--- src/rtl/aes_tx_pkg.sv ---
package aes_tx_pkg;
  localparam int AUD_SLOT = 24;
  localparam int SUB_HALF = 64;
  localparam int LOAD_HC  = 7;
  localparam logic [7:0] PRE_Z = 8'b11101000;
  localparam logic [7:0] PRE_X = 8'b11100010;
  localparam logic [7:0] PRE_Y = 8'b11100100;
  localparam logic [7:0] CRC_POLY = 8'h1D;
  localparam logic [7:0] CRC_INIT = 8'hFF;

  typedef struct packed {
    logic                par;
    logic                cs;
    logic                ud;
    logic                vf;
    logic [AUD_SLOT-1:0] aud;
  } subword_t;

  function automatic logic [7:0] crc8_step(input logic [7:0] c, input logic d);
    logic fb;
    fb = c[7] ^ d;
    return {c[6:0], 1'b0} ^ (fb ? CRC_POLY : 8'h00);
  endfunction
endpackage

--- src/rtl/aes_tx_timing.sv ---
module aes_tx_timing #(
  parameter int BLOCK_FRAMES = 192,
  parameter int FRAME_W = $clog2(BLOCK_FRAMES)
) (
  input  logic               clk,
  input  logic               rst,
  output logic [5:0]         hc,
  output logic               chan,
  output logic [FRAME_W-1:0] frame
);
  localparam logic [FRAME_W-1:0] LAST_FRAME = FRAME_W'(BLOCK_FRAMES - 1);

  always_ff @(posedge clk) begin
    if (rst) begin
      hc    <= '0;
      chan  <= 1'b0;
      frame <= '0;
    end else begin
      hc <= hc + 6'd1;
      if (hc == 6'd63) begin
        chan <= ~chan;
        if (chan) frame <= (frame == LAST_FRAME) ? '0 : frame + 1'b1;
      end
    end
  end

  a_r2_block_wrap: assert property (@(posedge clk) disable iff (rst)
    (hc == 6'd63 && chan && frame == LAST_FRAME) |=> (frame == '0 && !chan && hc == 6'd0));
endmodule

--- src/rtl/aes_tx_chanbuf.sv ---
module aes_tx_chanbuf #(
  parameter int BUF_BYTES = 4,
  parameter int IDX_W = $clog2(BUF_BYTES)
) (
  input  logic             clk,
  input  logic             rst,
  input  logic             we,
  input  logic             wuser,
  input  logic             wchan,
  input  logic [IDX_W-1:0] widx,
  input  logic [7:0]       wdata,
  input  logic             rchan,
  input  logic [IDX_W-1:0] ridx,
  output logic [7:0]       cs_byte,
  output logic [7:0]       ud_byte
);
  localparam int DEPTH  = 2 * BUF_BYTES;
  localparam int ADDR_W = IDX_W + 1;

  logic [7:0] cs_mem [DEPTH];
  logic [7:0] ud_mem [DEPTH];
  logic [DEPTH-1:0] cs_ok, ud_ok;
  logic [7:0] cs_rd, ud_rd;
  logic       cs_okq, ud_okq;
  logic [ADDR_W-1:0] waddr, raddr;

  assign waddr = {wchan, widx};
  assign raddr = {rchan, ridx};

  always_ff @(posedge clk) begin
    if (we && !wuser) cs_mem[waddr] <= wdata;
    cs_rd <= cs_mem[raddr];
  end

  always_ff @(posedge clk) begin
    if (we && wuser) ud_mem[waddr] <= wdata;
    ud_rd <= ud_mem[raddr];
  end

  always_ff @(posedge clk) begin
    if (rst) begin
      cs_ok  <= '0;
      ud_ok  <= '0;
      cs_okq <= 1'b0;
      ud_okq <= 1'b0;
    end else begin
      if (we && !wuser) cs_ok[waddr] <= 1'b1;
      if (we && wuser)  ud_ok[waddr] <= 1'b1;
      cs_okq <= cs_ok[raddr];
      ud_okq <= ud_ok[raddr];
    end
  end

  assign cs_byte = cs_okq ? cs_rd : 8'h00;
  assign ud_byte = ud_okq ? ud_rd : 8'h00;

  a_r11_clear_after_reset: assert property (@(posedge clk) rst |=> (cs_byte == 8'h00 && ud_byte == 8'h00));
endmodule

--- src/rtl/aes_tx_subframe.sv ---
module aes_tx_subframe
  import aes_tx_pkg::*;
#(
  parameter int FRAME_W = 8,
  parameter int BUF_BYTES = 4,
  parameter int CRC_BYTE = 23
) (
  input  logic                clk,
  input  logic                rst,
  input  logic [5:0]          hc,
  input  logic                chan,
  input  logic [FRAME_W-1:0]  frame,
  input  logic [AUD_SLOT-1:0] left_pcm,
  input  logic [AUD_SLOT-1:0] right_pcm,
  input  logic [4:0]          word_len,
  input  logic                mute,
  input  logic                invalid,
  input  logic [7:0]          cs_byte,
  input  logic [7:0]          ud_byte,
  output subword_t            word_q
);
  localparam logic [FRAME_W-1:0] BUF_BITS  = FRAME_W'(BUF_BYTES * 8);
  localparam logic [FRAME_W-1:0] CRC_START = FRAME_W'(CRC_BYTE * 8);

  logic [AUD_SLOT-1:0] lat_l, lat_r;
  logic [4:0]          lat_wl;
  logic                lat_mute, lat_inv;
  logic [1:0][7:0]     crc_q;
  logic [4:0]          eff_wl, shamt;
  logic [AUD_SLOT-1:0] aligned;
  logic                c_bit, u_bit;
  subword_t            word_d;
  logic                load;

  assign load = (hc == 6'(LOAD_HC));

  always_ff @(posedge clk) begin
    if (rst) begin
      lat_l <= '0; lat_r <= '0; lat_wl <= 5'd24; lat_mute <= 1'b0; lat_inv <= 1'b0;
    end else if (hc == 6'd0 && !chan) begin
      lat_l <= left_pcm; lat_r <= right_pcm; lat_wl <= word_len;
      lat_mute <= mute; lat_inv <= invalid;
    end
  end

  always_comb begin
    eff_wl = (lat_wl < 5'd16) ? 5'd16 : ((lat_wl > 5'd24) ? 5'd24 : lat_wl);
    shamt  = 5'd24 - eff_wl;
    aligned = (chan ? lat_r : lat_l) << shamt;
    if (frame < BUF_BITS) c_bit = cs_byte[frame[2:0]];
    else if (frame >= CRC_START) c_bit = crc_q[chan][frame[2:0]];
    else c_bit = 1'b0;
    u_bit = (frame < BUF_BITS) ? ud_byte[frame[2:0]] : 1'b0;
    word_d.aud = lat_mute ? '0 : aligned;
    word_d.vf  = lat_inv;
    word_d.ud  = u_bit;
    word_d.cs  = c_bit;
    word_d.par = ^{c_bit, u_bit, lat_inv, word_d.aud};
  end

  always_ff @(posedge clk) begin
    if (rst) word_q <= '0;
    else if (load) word_q <= word_d;
  end

  always_ff @(posedge clk) begin
    if (rst) crc_q <= {CRC_INIT, CRC_INIT};
    else if (load && frame < CRC_START)
      crc_q[chan] <= crc8_step((frame == '0) ? CRC_INIT : crc_q[chan], c_bit);
  end

  a_r8_cs_quiet: assert property (@(posedge clk) disable iff (rst)
    (load && frame >= BUF_BITS && frame < CRC_START) |=> !word_q.cs);
  a_r9_ud_quiet: assert property (@(posedge clk) disable iff (rst)
    (load && frame >= BUF_BITS) |=> !word_q.ud);
  a_r5_mute_zero: assert property (@(posedge clk) disable iff (rst)
    (load && lat_mute) |=> (word_q.aud == '0));
endmodule

--- src/rtl/aes_tx_bmc.sv ---
module aes_tx_bmc
  import aes_tx_pkg::*;
(
  input  logic     clk,
  input  logic     rst,
  input  logic [5:0] hc,
  input  logic     chan,
  input  logic     first_frame,
  input  subword_t word_q,
  output logic     line_out
);
  logic [7:0]  pat;
  logic        base;
  logic [4:0]  bidx;
  logic [31:0] bits;

  assign pat  = chan ? PRE_Y : (first_frame ? PRE_Z : PRE_X);
  assign bidx = hc[5:1] - 5'd4;
  assign bits = {4'b0000, word_q};

  always_ff @(posedge clk) begin
    if (rst) begin
      line_out <= 1'b0;
      base     <= 1'b0;
    end else if (hc < 6'd8) begin
      if (hc == 6'd0) begin
        base     <= line_out;
        line_out <= pat[7] ^ line_out;
      end else begin
        line_out <= pat[3'd7 - hc[2:0]] ^ base;
      end
    end else if (!hc[0]) begin
      line_out <= ~line_out;
    end else if (bits[bidx]) begin
      line_out <= ~line_out;
    end
  end

  a_r1_reset_low: assert property (@(posedge clk) rst |=> !line_out);
  a_r2_preamble_entry: assert property (@(posedge clk) disable iff (rst)
    (hc == 6'd0) |=> (line_out != $past(line_out)));
  a_r3_cell_edge: assert property (@(posedge clk) disable iff (rst)
    (hc >= 6'd8 && !hc[0]) |=> (line_out != $past(line_out)));
  a_r7_even_close: assert property (@(posedge clk) disable iff (rst)
    (hc == 6'd63) |=> (line_out == $past(base)));
endmodule

--- src/rtl/aes3_frame_tx.sv ---
module aes3_frame_tx
  import aes_tx_pkg::*;
#(
  parameter int BLOCK_FRAMES = 192,
  parameter int BUF_BYTES = 4,
  parameter int CRC_BYTE = 23,
  parameter int IDX_W = $clog2(BUF_BYTES)
) (
  input  logic             clk,
  input  logic             rst,
  input  logic [23:0]      left_pcm,
  input  logic [23:0]      right_pcm,
  input  logic [4:0]       word_len,
  input  logic             mute,
  input  logic             invalid,
  input  logic             buf_we,
  input  logic             buf_user,
  input  logic             buf_chan,
  input  logic [IDX_W-1:0] buf_idx,
  input  logic [7:0]       buf_wdata,
  output logic             line_out
);
  localparam int FRAME_W = $clog2(BLOCK_FRAMES);

  logic [5:0]         hc;
  logic               chan;
  logic [FRAME_W-1:0] frame;
  logic [7:0]         cs_byte, ud_byte;
  subword_t           word_q;

  aes_tx_timing #(.BLOCK_FRAMES(BLOCK_FRAMES), .FRAME_W(FRAME_W)) u_timing (
    .clk(clk), .rst(rst), .hc(hc), .chan(chan), .frame(frame));

  aes_tx_chanbuf #(.BUF_BYTES(BUF_BYTES), .IDX_W(IDX_W)) u_buf (
    .clk(clk), .rst(rst), .we(buf_we), .wuser(buf_user), .wchan(buf_chan),
    .widx(buf_idx), .wdata(buf_wdata), .rchan(chan), .ridx(frame[3 +: IDX_W]),
    .cs_byte(cs_byte), .ud_byte(ud_byte));

  aes_tx_subframe #(.FRAME_W(FRAME_W), .BUF_BYTES(BUF_BYTES), .CRC_BYTE(CRC_BYTE)) u_sub (
    .clk(clk), .rst(rst), .hc(hc), .chan(chan), .frame(frame),
    .left_pcm(left_pcm), .right_pcm(right_pcm), .word_len(word_len),
    .mute(mute), .invalid(invalid), .cs_byte(cs_byte), .ud_byte(ud_byte),
    .word_q(word_q));

  aes_tx_bmc u_bmc (
    .clk(clk), .rst(rst), .hc(hc), .chan(chan), .first_frame(frame == '0),
    .word_q(word_q), .line_out(line_out));
endmodule

--- config.mk ---
export PLATFORM = sky130hd
export DESIGN_NAME = aes3_frame_tx
export DESIGN_NICKNAME = d
export VERILOG_FILES = /design/src/rtl/aes_tx_pkg.sv /design/src/rtl/aes_tx_timing.sv /design/src/rtl/aes_tx_chanbuf.sv /design/src/rtl/aes_tx_subframe.sv /design/src/rtl/aes_tx_bmc.sv /design/src/rtl/aes3_frame_tx.sv
export SDC_FILE = /design/constraint.sdc
export NUM_CORES = 1
export LEC_CHECK = 0
export CAP_MARGIN = 20
export CORE_ASPECT_RATIO = 0.7
export CORE_MARGIN = 3
export CORE_UTILIZATION = 57
export CTS_CLUSTER_DIAMETER = 80
export CTS_CLUSTER_SIZE = 8
export DETAILED_ROUTE_END_ITERATION = 16
export DONT_BUFFER_PORTS = 1
export GPL_TIMING_DRIVEN = 0
export PLACE_DENSITY = 0.84
export SYNTH_ARGS = -nofsm -noshare
export SYNTH_HDL_FRONTEND = slang
export SYNTH_SLANG_ARGS = --single-unit
--- constraint.sdc ---
create_clock -name clk -period 3.5 [get_ports clk]
set_clock_uncertainty 0.1 [all_clocks]
set_input_delay 1.05 -clock clk [delete_from_list [all_inputs] [get_ports clk]]
set_output_delay 1.05 -clock clk [all_outputs]
set_load 0.05 [all_outputs]
Yosys cells after proc, flatten, opt, wreduce, memory -nomap -nowiden:

Memories as Yosys holds them, arrays and structs flattened. A register that Yosys moved wholly into a read port is not among the register bits.
Cells that the tools add are included.

* bits in registers: 134
* memory bits (writable): 128
* input bits: 70
* output and inout bits: 1
* word-level logic and storage cells: 111
* memories kept: 2

Memory list
* u_buf.cs_mem: words 8, bits a word 8, read ports 1, clocked after Yosys merged registers in 1, write ports 1, RTL line aes_tx_chanbuf.sv:20 `logic [7:0] cs_mem [DEPTH];`
* u_buf.ud_mem: words 8, bits a word 8, read ports 1, clocked after Yosys merged registers in 1, write ports 1, RTL line aes_tx_chanbuf.sv:21 `logic [7:0] ud_mem [DEPTH];`

* add/sub/neg operators: 5
* $lt $le $gt $ge: 14
* equality and inequality tests: 4
* shift operators: 1
* multiplexer cells: 43
* bitwise operators: 8
* reductions and logical operators: 13

Operators by type and width (number)
* $mux 8: 8
* $mux 24: 2
* $reduce_xor 27->1: 1
* $shl 24x5->24: 1
* $mux 1: 19
* $bmux 1 s3: 6
* $bwmux 16: 1
* $lt 3x4->1 const B: 4
* $or 8x8->8: 2
* $mux 5: 3
* $add 8x1->8 const B: 1
* $demux 8 s1: 1
* $eq 8x8->1 const B: 1
* $ge 8x8->1 const B: 1
* $logic_not 8->1: 1
* $lt 8x6->1 const B: 1
* $lt 8x8->1 const B: 1
* $xor 8x8->8: 1
* $add 6x1->6 const B: 1
* $eq 6x3->1 const B: 1
* $eq 6x6->1 const B: 1
* $logic_and 1x1->1: 6
* $logic_not 6->1: 1
* $lt 5x6->1 const B: 1
* other kinds (17): 22

Depth between registers and ports, before layout:

* word-level depth: 10
* gate-level depth with buffers: 18
* gate-level depth less buffers: 15

Modules after synthesis:

From an unflattened synthesis, not the netlist that was laid out.

* cell total of the unflattened synthesis: 1104
* area total of the unflattened synthesis: 12992.5 um2

By module, submodules not included
* aes_tx_chanbuf: times used 1, cells an instance 310, area each 6123.4 um2, seq. area each 4524.3 um2
* aes_tx_subframe: times used 1, cells an instance 658, area each 5691.7 um2, seq. area each 1981.9 um2
* aes_tx_timing: times used 1, cells an instance 74, area each 661.9 um2, seq. area each 300.3 um2
* aes_tx_bmc: times used 1, cells an instance 59, area each 496.7 um2, seq. area each 40.0 um2
* aes3_frame_tx: times used 1, cells an instance 3, area each 18.8 um2, seq. area each 0.0 um2

Worst setup path before layout:

No wires, ideal clock.

* path type: register -> register
* start: register u_sub.lat_wl[4]
* end: register u_sub.word_q[27] (netlist name)
* library setup time: 0.067 ns
* arrival time: 3.700 ns
* slack: -0.367 ns
* cell stages (with the launch flop): 18
* path through: dfxtp_1 and3b_1 buf_6 inv_2 ha_1 clkbuf_1 inv_1 clkbuf_1 buf_1 mux2_2 xnor2_1 xnor2_1 a21oi_1 nor3b_1 xnor3_1 xnor2_1 nand2_1 a21oi_2

* cells in the longest elaborated chain, start to end: 7
* elaborated cells between the ends (all ways): 8
* those cells by class: 1 x add/sub; 2 x order compare; 1 x shift; 3 x mux; 1 x reduce/logical

Ends and longest elaborated chain
* start, declared: RTL line aes_tx_subframe.sv:26 `logic [4:0] lat_wl;`
* start signal, assigned: RTL line aes_tx_subframe.sv:41 `lat_l <= left_pcm; lat_r <= right_pcm; lat_wl <= word_len;`
* $gt 5x5->1: RTL line aes_tx_subframe.sv:47 `eff_wl = (lat_wl < 5'd16) ? 5'd16 : ((lat_wl > 5'd24) ? 5'd24 : lat_wl);`
* $mux 5: RTL line aes_tx_subframe.sv:47
* $mux 5 (*): RTL line aes_tx_subframe.sv:47
* $sub 5x5->5 (*): RTL line aes_tx_subframe.sv:48 `shamt = 5'd24 - eff_wl;`
* $shl 24x5->24 (*): RTL line aes_tx_subframe.sv:49 `aligned = (chan ? lat_r : lat_l) << shamt;`
* $mux 24 (*): RTL line aes_tx_subframe.sv:54 `word_d.aud = lat_mute ? '0 : aligned;`
* $reduce_xor 27->1 (*): RTL line aes_tx_subframe.sv:58 `word_d.par = ^{c_bit, u_bit, lat_inv, word_d.aud};`

Every way passes the cells marked *; elsewhere a longest branch is shown, timed or not.
A chain may end at the register's enable or synchronous reset.

Worst setup path after layout:

* start: register u_sub.lat_wl[4]
* end: register u_sub.word_q[27] (netlist name)

* cells in the longest elaborated chain, start to end: 7
* elaborated cells between the ends (all ways): 8
* those cells by class: 1 x add/sub; 2 x order compare; 1 x shift; 3 x mux; 1 x reduce/logical

Ends and longest elaborated chain (RTL line)
* $gt 5x5->1: aes_tx_subframe.sv:47
* $mux 5: aes_tx_subframe.sv:47
* $mux 5 (*): aes_tx_subframe.sv:47
* $sub 5x5->5 (*): aes_tx_subframe.sv:48
* $shl 24x5->24 (*): aes_tx_subframe.sv:49
* $mux 24 (*): aes_tx_subframe.sv:54
* $reduce_xor 27->1 (*): aes_tx_subframe.sv:58

Marked as above.

==> metrics.txt <==
status=finished, violations left; failing checks=setup timing; area growth from synthesis to final layout=17.05%; #FFs+latches synth=278; Synth area leader=edfxtp_1; type of the worst setup path=reg2reg; Ant. Diodes=0; vias per cell=6.733; core area=21200 sq um; pin count of the biggest net entering global routing=17; DP Wirelength=23140 um; Post-route DRC=0; Synth area leaders=edfxtp_1 31%, dfxtp_1 24%, mux4_2 14%, nand2_1 5.0%, nor2_1 3.4%; final WL=35830 um; EDFF count, synth=128; final std cells w/o fill=1431; Worst-Margin Slew=1.013 ns; final worst-path setup slack=-0.3092 ns; total global-route track usage=30.12%; Routed Antenna Nets=0; Worst Path Max Fanout=7; Slew Limit Fails=0; Min-Delay Path Class=reg2reg; First-pass DRT Iterations=8; Synth Warn #=0; die height=130.3 um; Pleak=5.007 nW; Clock Pin Slew Worst Setup and Hold Paths=0.05 ns; I/O Buffers=0; post-synth top area share=30.58%; Cells after DPL=1341; maximum clock insertion buffer count=3; Syn Nets=1138; DR iter-0 viols=1561; grt ovf=0; RSZ-0062 raised after global routing=yes; Starting Density=59.31%; worst hold slack=0.3651 ns; vias in the first global route=9148; area of the mapped netlist=12570 sq um; die area=23900 sq um; Post-Syn Instances=1061; total clock buffers created by CTS=40; cts-stage hold buffer count=0; Netlist cell types=62; CP arrival=4.16 ns; Worst Path Required=3.85 ns; final setup vio count=1; Avg Inst Size Synth=11.85 sq um; root buf cell=clkbuf_16; clock latency on the worst-skew pair=0.56 ns; Tcrit/Tclk final=108.8%; io pins=71; DR WL/cell=25.04 um; layout cell share with drive strength beyond 1=21.90%; CP Launch Type=register; initial antenna violation count=0; crit path time final=3.809 ns; pwr dens=569.8 nW/um^2; Most used DFF post-synth=dfxtp_1; final hold vios=0; Die Width=183.5 um; crit end category=register; H-tree levels=2; first-pass GRT wire length=54420 um; CTS tree=built; Final nets=1212; Slew headroom=32.46%; Layout Utilization=69.42%; FMAX=262.5 MHz; register area share after synthesis=54.46%; FFs w/ async S/R, synth=0%; row count=44; maximum VDD drop=511.4 uV; maxcap violations=0; clk sinks=278; routability cong.=1.015; via count=9635
repair_timing:
| item | CTS | global route |
|---|---|---|
| pin swaps | 11 | 15 |
| buffers inserted | 19 | 10 |
| resized for setup | 55 | 36 |
| gates cloned | 1 | 0 |
| setup endpoints to repair | 95 | 68 |
area by class of cell:
type                       count  area (sq um)
multi-input combinational    698          5620
clock inverter                 3         80.08
sequential                   278          6855
fill                        1352          6481
tap                          276         345.3
buffer                        72         396.6
clock buffer                  59          1082
inverter                      11         46.29
timing repair buffer          34         287.8
through the flow:
stage / TNS, ns / cell area (sq um) / power (W) / setup slack (ns)
2_1_floorplan: 0 / 12600 / 0.004339 / 0.001306
3_3_place_gp: -31.56 / 12950 / 0.004558 / -0.9529
3_5_place_dp: -35.70 / 12980 / 0.004578 / -0.9744
4_1_cts: -0.2591 / 14510 / 0.008203 / -0.2591
5_1_grt: -0.4042 / 14710 / 0.008590 / -0.4042
6_report: -0.3092 / 14710 / 0.008383 / -0.3092
per-layer routing:
| layer | vias to the layer above | wire length (um) | GRT usage [%] |
|---|---|---|---|
| met4 | 0 | 1220 | 9.714 |
| met5 | - | 0 | 0 |
| met1 | 4672 | 14110 | 43.87 |
| met2 | 805 | 15510 | 44.41 |
| li1 | 4024 | - | - |
| met3 | 134 | 4986 | 8.387 |
power breakdown:
| part | internal (W) | total, W | switching [W] | leakage [nW] |
|---|---|---|---|---|
| clock | 0.00214 | 0.00360 | 0.00146 | 0.554 |
| combinational | 0.000527 | 0.00118 | 0.000658 | 2.07 |
| sequential | 0.00351 | 0.00360 | 0.0000865 | 2.38 |
cell families (layout without fill, tap and decap cells):
logic type,Yosys count,count (layout),share of synthesized area [%]
adder cells (fa/ha/maj),7,7,0.6967
multiplexers,125,125,18.30
buffers and inverters,85,179,2.867
AND/OR/NAND/NOR,367,367,12.46
AO/OA/AOI/OAI,156,156,7.823
XOR/XNOR,43,43,3.384
flip-flops,278,278,54.46
synthesized netlist by cell type (all sizes together) (5+ instances only):
| master | instances |
|---|---|
| a21oi | 84 |
| nand2 | 166 |
| nor2 | 115 |
| a22oi | 13 |
| buf | 19 |
| mux2i | 24 |
| o21ai | 9 |
| a211oi | 10 |
| dfxtp | 150 |
| nand3 | 27 |
| clkbuf | 55 |
| xor2 | 13 |
| nor3 | 19 |
| nand3b | 6 |
| nand4 | 5 |
| mux4 | 81 |
| nor2b | 10 |
| ha | 7 |
| xnor2 | 27 |
| a211o | 17 |
| inv | 11 |
| edfxtp | 128 |
| mux2 | 20 |
state kept, by name, indices dropped and copies added, names as in the netlist:
| register | count |
|---|---|
| u_sub.word_q | 28 |
| u_buf.ud_mem | 64 |
| u_buf.cs_okq | 1 |
| u_sub.lat_l | 24 |
| u_buf.cs_ok | 8 |
| u_buf.cs_rd | 8 |
| u_timing.frame | 8 |
| u_sub.lat_r | 24 |
| u_timing.chan | 1 |
| u_sub.lat_wl | 5 |
| u_bmc.line_out | 1 |
| u_buf.ud_rd | 8 |
| u_buf.ud_okq | 1 |
| u_bmc.base | 1 |
| u_sub.lat_mute | 1 |
| u_buf.cs_mem | 64 |
| u_buf.ud_ok | 8 |
| u_sub.crc_q | 16 |
| u_timing.hc | 6 |
| u_sub.lat_inv | 1 |
critical path, stage by stage, from the launching register on:
cell and delay, ns:
dfxtp_4 0.36, and3b_2 0.23, buf_8 0.14, inv_4 0.12, mux4_2 0.58, mux2_2 0.32, xnor3_1 0.39, nand3_1 0.17
xnor2_2 0.21, xnor3_1 0.33, xnor3_1 0.41, xnor2_2 0.16, nand2_1 0.08, a21oi_2 0.11
cells in the final DEF (no fill, tap or decap), types with 10 or more instances in the layout:
master,synthesis,layout
a22oi_1,13,11
clkbuf_1,55,61
buf_4,1,35
xor2_1,13,11
nor2b_1,10,10
dfxtp_1,150,147
a21oi_1,82,79
nand3_1,27,27
a211o_1,17,17
mux4_2,78,81
mux2i_1,24,15
mux2_2,20,19
a211oi_1,10,10
xnor2_1,26,21
nand2_1,166,164
edfxtp_1,128,128
nor3_1,19,17
clkbuf_16,0,41
nor2_1,115,112
path summary, 6_finish.rpt:
| path | start | endpoint | slack, ns | depth (start not counted) |
|---|---|---|---|---|
| setup / recovery | u_sub.lat_wl[4] | u_sub.word_q[27] | -0.31 | 13 |
| hold reg to reg | u_sub.word_q[24] | u_sub.word_q[24] | 0.37 | 2 |
| hold / removal | u_sub.word_q[24] | u_sub.word_q[24] | 0.37 | 2 |
| setup reg to reg | u_sub.lat_wl[4] | u_sub.word_q[27] | -0.31 | 13 |
Power figures use the tool's default switching activity.
